===== config.mk =====
export PLATFORM = sky130hd
export DESIGN_NAME = asid_tlb
export DESIGN_NICKNAME = d
export VERILOG_FILES = /design/src/rtl/asid_tlb.sv
export SDC_FILE = /design/constraint.sdc
export NUM_CORES = 2
export LEC_CHECK = 0
export ABC_AREA = 1
export BUFFER_PORTS_ARGS = -buffer_cell sky130_fd_sc_hd__buf_2
export CORE_MARGIN = 8
export CORE_UTILIZATION = 45
export CTS_BUF_LIST = sky130_fd_sc_hd__clkbuf_4
export DETAILED_ROUTE_END_ITERATION = 7
export GPL_ROUTABILITY_DRIVEN = 0
export PLACE_DENSITY = 0.69
export SYNTH_ARGS = -nofsm -noshare
export SYNTH_HDL_FRONTEND = slang
export SYNTH_SLANG_ARGS = --single-unit

===== constraint.sdc =====
create_clock -name clk -period 6.75 [get_ports clk]
set_input_delay 2.025 -clock clk [delete_from_list [all_inputs] [get_ports clk]]
set_output_delay 2.025 -clock clk [all_outputs]
set_load 0.02 [all_outputs]

===== src/rtl/asid_tlb.sv =====
module asid_tlb #(
  parameter int ENTRIES = 16,
  parameter int VPN_W   = 22,
  parameter int OFF_W   = 10,
  parameter int PFN_W   = 20,
  parameter int ASID_W  = 8
) (
  input  logic                   clk,
  input  logic                   rst_n,
  input  logic                   lk_valid,
  input  logic [VPN_W+OFF_W-1:0] lk_vaddr,
  input  logic [ASID_W-1:0]      cur_asid,
  output logic                   lk_hit,
  output logic                   lk_miss,
  output logic [PFN_W+OFF_W-1:0] lk_paddr,
  input  logic                   fill_en,
  input  logic [VPN_W-1:0]       fill_vpn,
  input  logic [PFN_W-1:0]       fill_pfn,
  input  logic [ASID_W-1:0]      fill_asid,
  input  logic                   flush_all,
  input  logic                   flush_id_en,
  input  logic [ASID_W-1:0]      flush_id
);
  localparam int IDX_W = $clog2(ENTRIES);

  logic [ENTRIES-1:0] vld;
  logic [VPN_W-1:0]   tvpn  [ENTRIES];
  logic [PFN_W-1:0]   tpfn  [ENTRIES];
  logic [ASID_W-1:0]  tasid [ENTRIES];
  logic [IDX_W-1:0]   rr;

  logic [ENTRIES-1:0] match;
  logic [IDX_W-1:0]   sel, free_idx, victim;
  logic               any_free;

  wire [VPN_W-1:0] lk_vpn = lk_vaddr[OFF_W +: VPN_W];

  for (genvar g = 0; g < ENTRIES; g++) begin : g_cmp
    assign match[g] = vld[g] && tvpn[g] == lk_vpn && tasid[g] == cur_asid;
  end

  always_comb begin
    sel      = '0;
    free_idx = '0;
    for (int i = ENTRIES - 1; i >= 0; i--) begin
      if (match[i]) sel = IDX_W'(i);
      if (!vld[i])  free_idx = IDX_W'(i);
    end
  end

  assign any_free = ~&vld;
  assign victim   = any_free ? free_idx : rr;
  assign lk_hit   = lk_valid && |match;
  assign lk_miss  = lk_valid && ~|match;
  assign lk_paddr = {tpfn[sel], lk_vaddr[OFF_W-1:0]};

  always_ff @(posedge clk) begin
    if (!rst_n) begin
      vld <= '0;
      rr  <= '0;
    end else begin
      if (flush_all) vld <= '0;
      else if (flush_id_en)
        for (int i = 0; i < ENTRIES; i++)
          if (tasid[i] == flush_id) vld[i] <= 1'b0;
      if (fill_en) begin
        vld[victim] <= 1'b1;
        if (!any_free) rr <= (rr == IDX_W'(ENTRIES - 1)) ? '0 : rr + 1'b1;
      end
    end
  end

  always_ff @(posedge clk) begin
    if (fill_en) begin
      tvpn[victim]  <= fill_vpn;
      tpfn[victim]  <= fill_pfn;
      tasid[victim] <= fill_asid;
    end
  end
endmodule



Yosys cells after proc, flatten, opt, wreduce, memory -nomap -nowiden. Memories as Yosys holds them, arrays and structs flattened. Cells that the tools add are included.

Memories kept: 3. Output and inout bits: 32. RAM bits: 800. Input port bits: 104. Word-level logic and storage cells: 155. Register bits: 20.

Equality and inequality tests: 49. Multiplexer cells: 58. $add $sub $neg: 1. Order comparisons: 2. Bitwise operators: 1. Reduce and logical (&&, ||, !) cells: 39.

Memories: tvpn (depth 16, bits a word 22, read ports 16, clocked after memory_dff 0, wr ports 1, RTL line 27) `logic [VPN_W-1:0] tvpn [ENTRIES];`; tpfn (depth 16, bits a word 20, read ports 1, clocked after memory_dff 0, wr ports 1, RTL line 28) `logic [PFN_W-1:0] tpfn [ENTRIES];`; tasid (depth 16, bits a word 8, read ports 16, clocked after memory_dff 0, wr ports 1, RTL line 29) `logic [ASID_W-1:0] tasid [ENTRIES];`.

Operators by type and width (number): == test 22 bit (16); == test 8 bit (32); 2-to-1 mux 4 bit (34); 2-to-1 mux 16 bit (4); logical AND 1 bit (35); 2-to-1 mux 1 bit (19); AND reduction 17 bit (1); bitwise OR 16 bit (1); AND reduction 16 bit (1); OR reduction 16 bit (1); < comparator 4 x 5 -> 1 bit, second input constant (1); adder 4 x 1 -> 4 bit, second input constant (1); demux 1 bit (select 4 bit) (1); == test 4 bit, second input constant (1); >= comparator 4 x 1 -> 1 bit, second input constant (1); zero test 1 bit (1).

Longest topological paths before layout.
Word-level depth: 23. Gate-level depth with buffers: 33. Gate-level depth less buffers: 30.

Least setup slack after synthesis. OpenSTA, ideal clock, no wires.

Kind: input to output. Start: input port lk_vaddr[19]. End: output port lk_paddr[20]. Data required time: 4.725 ns. Path buffers: 4. Stages on the path: 16. Setup slack: 0.376 ns. Arrival: 4.349 ns. Cell sequence: buf_4 -> inv_2 -> buf_4 -> buf_4 -> o22ai_1 -> or4_4 -> nor4_4 -> nand4_2 -> nand2_1 -> a21oi_4 -> inv_2 -> clkbuf_1 -> nand2_1 -> nand3_1 -> nand3_1 -> nand2_1.

Word-level cells in the longest chain between the ends: 20. Elaborated cells on any way between the ends: 65. Classes of those cells: eq/ne (16); mux (16); reduce/logical (32); memory (1).

Ends and longest elaborated chain: start: declaration (RTL line 11) `input logic [VPN_W+OFF_W-1:0] lk_vaddr,`; == test 22 bit (RTL line 39) `assign match[g] = vld[g] && tvpn[g] == lk_vpn && tasid[g] == cur_asid;`; logical AND 1 bit (2 in a row) (RTL line 39); 2-to-1 mux 4 bit (15 in a row) (RTL line 46) `if (match[i]) sel = IDX_W'(i);`; 2-to-1 mux 4 bit * (RTL line 46); memory (16 x 20 bit) *; end: declaration (RTL line 15) `output logic [PFN_W+OFF_W-1:0] lk_paddr,`.

Every way passes the cells marked *; elsewhere a longest branch is shown, timed or not.

Worst setup path in the final report.
Start: input port lk_vaddr[18]. End: output port lk_paddr[18].

Same word-level chain as after synthesis.

==> flow_summary.ini <==
[placement]
port-buffer-count = 115
placed_cells = 4613
place.detailed.hpwl_microns = 83330
placement.cell_area_sq_um = 40460

[worst_setup_path]
criticalPathCategory = in2out
worst_ep_arrival_time_ns = 5.23
cp_max_fo = 8
nature_of_the_critical_path_startpoint = input port
timing.critical_path.mode_cell = sky130_fd_sc_hd__nand2_1
cp_data_required_time_ns = 4.72
critical-path-slowest-cell = sky130_fd_sc_hd__buf_4
timing.critical_path.to_type = output pin
critical-path-max-stage-delay_ns = 0.33

[global_route]
antenna_found_initial = 4
grt_max_degree = 66
grt_overflow_total = 0
grt_pass1_wl_microns = 185700
vias_in_the_first_global_route = 27895
grt.total_usage = 0.2791

[yosys]
post-synth-top-area-fraction = 0.6482
post_synth_xor_area_fraction = 0.04230
post_synth_fa_ha_maj_area_fraction = 0.0003376
post_synthesis_cell_count = 3361
synthDistinctLibCells = 51
yosys_warnings = 0
cell_type_with_the_largest_total_area_after_synthesis = sky130_fd_sc_hd__edfxtp_1
synthesis.area_per_instance_sq_um = 11.03
synth_area_leaders = sky130_fd_sc_hd__edfxtp_1 (65%), sky130_fd_sc_hd__nand2_1 (9.9%), sky130_fd_sc_hd__nand3_1 (4.6%)
yosys.area_share.simple = 0.1846
synth.mux.area_fraction = 0
dominant_combinational_cell_family_by_area_after_synthesis = simple AND/OR/NAND/NOR gates
synth.ff_latch_count = 820
synth_seq_area_share = 0.6590
synth_compound_area_frac = 0.06377
synth.cell_area_sq_um = 37060
synthesis.nets = 3466

[floorplan]
die-area_sq_um = 91800
rows = 105
dieWidth_microns = 303.0
ios = 136
initial_core_util = 0.4528
die_height_microns = 303.0
core_region_area_sq_um = 81850

[final_layout]
design.final.nets = 3895
layout.cells.most_common_list = sky130_fd_sc_hd__nand2_1 (937), sky130_fd_sc_hd__edfxtp_1 (800), sky130_fd_sc_hd__nand3_1 (292)
final_layout_size_suffix_gt1_frac = 0.2208
area_delta_synth_final_pct = 20.45
finished_core_util = 0.5454
layout.cell_area.non_filler_sq_um = 44640
filler_cell_count = 6750
finalNonFillerCells = 5012
final_common_cell = sky130_fd_sc_hd__nand2_1

[drt]
wirelength_microns = 132800
firstDrtPassIters = 8
route.detailed.vias_per_inst = 5.966
drt_drc_violations_left = 20
initialDrtViolationCount = 4923
drtAntennaViolNets = 0
routed_wire_length_per_instance_microns = 26.50
dr_total_vias = 29900

[clock_network]
cts_buffers = 197
clock_path_buffers = 3
cts_tree = yes
clkTransAtPathRegs_ns = 0.06
cts_hold_buffers = 0
clock_insertion_delay_worst_skew_ns = 1.13
cts_sinks = 820
clock-root-buffer = sky130_fd_sc_hd__clkbuf_4
htree_num_levels = 4

[power]
p_total_mw = 10.49
power.density_nw_per_um2 = 234.9
power.static_leakage_nw = 16.85
worst_ir_drop_vdd_uv = 152.0

[timing]
finalHoldViolations = 0
rsz0062_at_grt = true
fin_ws_ns = -0.5084
final.setup_skew_ns = 0.05713
report.final.slew_viol_count = 0
fin_crit_sh = 1.075
slew_headroom = 0.2181
fmax_ghz = 0.1378
tightestPinTransition_ns = 1.170
setup-violations-final = 20
min_period_ns = 7.258

[outcome]
run_status = finished with violations
failed_checks = design-rule violations, negative setup slack

[job]
cap_violations = 0

[min_path]
hold_path.class = reg2reg
critical path: cells and delay by family:
| family | cells | cell delay, ns |
|---|---|---|
| xor gates and xnor gates | 1 | 0.16 |
| buffers and inverters | 6 | 1.22 |
| and+or+nand+nor | 18 | 1.80 |
cells by family (layout without fill, tap and decap cells):
kind of cell | Yosys count | count (layout)
buffers and inverters | 387 | 957
AND/OR/NAND/NOR | 1594 | 1594
AO/OA/AOI/OAI | 380 | 380
adder cells (fa/ha/maj) | 1 | 1
flip-flops | 820 | 820
other | 0 | 11
XOR/XNOR | 179 | 179
worst paths after layout:
check	depth (start not counted)	slack [ns]	end	from
worst max-delay path	25	-0.51	lk_paddr[18]	lk_vaddr[18]
worst min-delay path	2	0.51	vld[10]	vld[10]
worst max register to register	13	2.64	tpfn[6][2]	vld[8]
worst min register to register	2	0.51	vld[10]	vld[10]
layout make-up:
class                   count  area (sq um)  share of cell area
flip-flops and latches    820         24420              0.5471
well taps                1070          1339             0.02999
multi-input cells        2154         11360              0.2546
clock buffers             266          1997             0.04473
clock inverters            74         469.2             0.01051
repair buffers            409          4207             0.09423
inverters                 208         812.0             0.01819
diodes                     11         27.53           0.0006166
sequential cells by signal, indices dropped and copies added, names as in the netlist:
| signal | flops |
|---|---|
| tvpn | 352 |
| tpfn | 320 |
| tasid | 128 |
| vld | 16 |
| rr | 4 |
synthesized netlist by cell type (all sizes together):
cell type,count
nor4,51
xnor2,123
nand2,975
buf,143
nand4,51
edfxtp,800
a22o,27
o311ai,1
a31oi,2
ha,1
or4,3
or2,13
nand3b,2
nor2,130
o21a,2
o21ai,146
and2,4
clkbuf,36
clkinv,3
inv,205
dfxtp,20
o2111ai,12
o22ai,106
nor3,19
nor4b,6
o211ai,3
a211oi,10
xor2,56
a221oi,15
a21boi,1
a21oi,36
and3,3
nand3,337
o221ai,4
o21bai,2
a2111oi,13
layer usage:
metal,track usage,share of wire
met1,0.3604,0.35
met2,0.4118,0.43
met3,0.09835,0.16
met4,0.1473,0.057
met5,0,0
power breakdown:
group	internal (mW)	switching, mW
clock network	2.06	2.05
registers	5.62	0.0192
logic	0.230	0.505
total	7.91	2.58
metrics by stage:
stage               TNS [ns]  setup slack [ns]  hold slack [ns]
floorplan                  0            0.3760           0.4741
global placement      -10.76           -0.6281           0.4895
detailed placement    -10.97           -0.6391           0.4983
CTS                   -6.919           -0.3804           0.5116
global route          -11.25           -0.6312           0.5277
finish                -8.757           -0.5084           0.5090
what timing repair did:
action | in CTS | in global routing
resized for setup | 126 | 87
setup buffers | 15 | 6
pin swaps | 38 | 82
setup endpoints to repair | 20 | 22
cloned | 14 | 14
No activity file was read; power rests on OpenSTA's default activity.
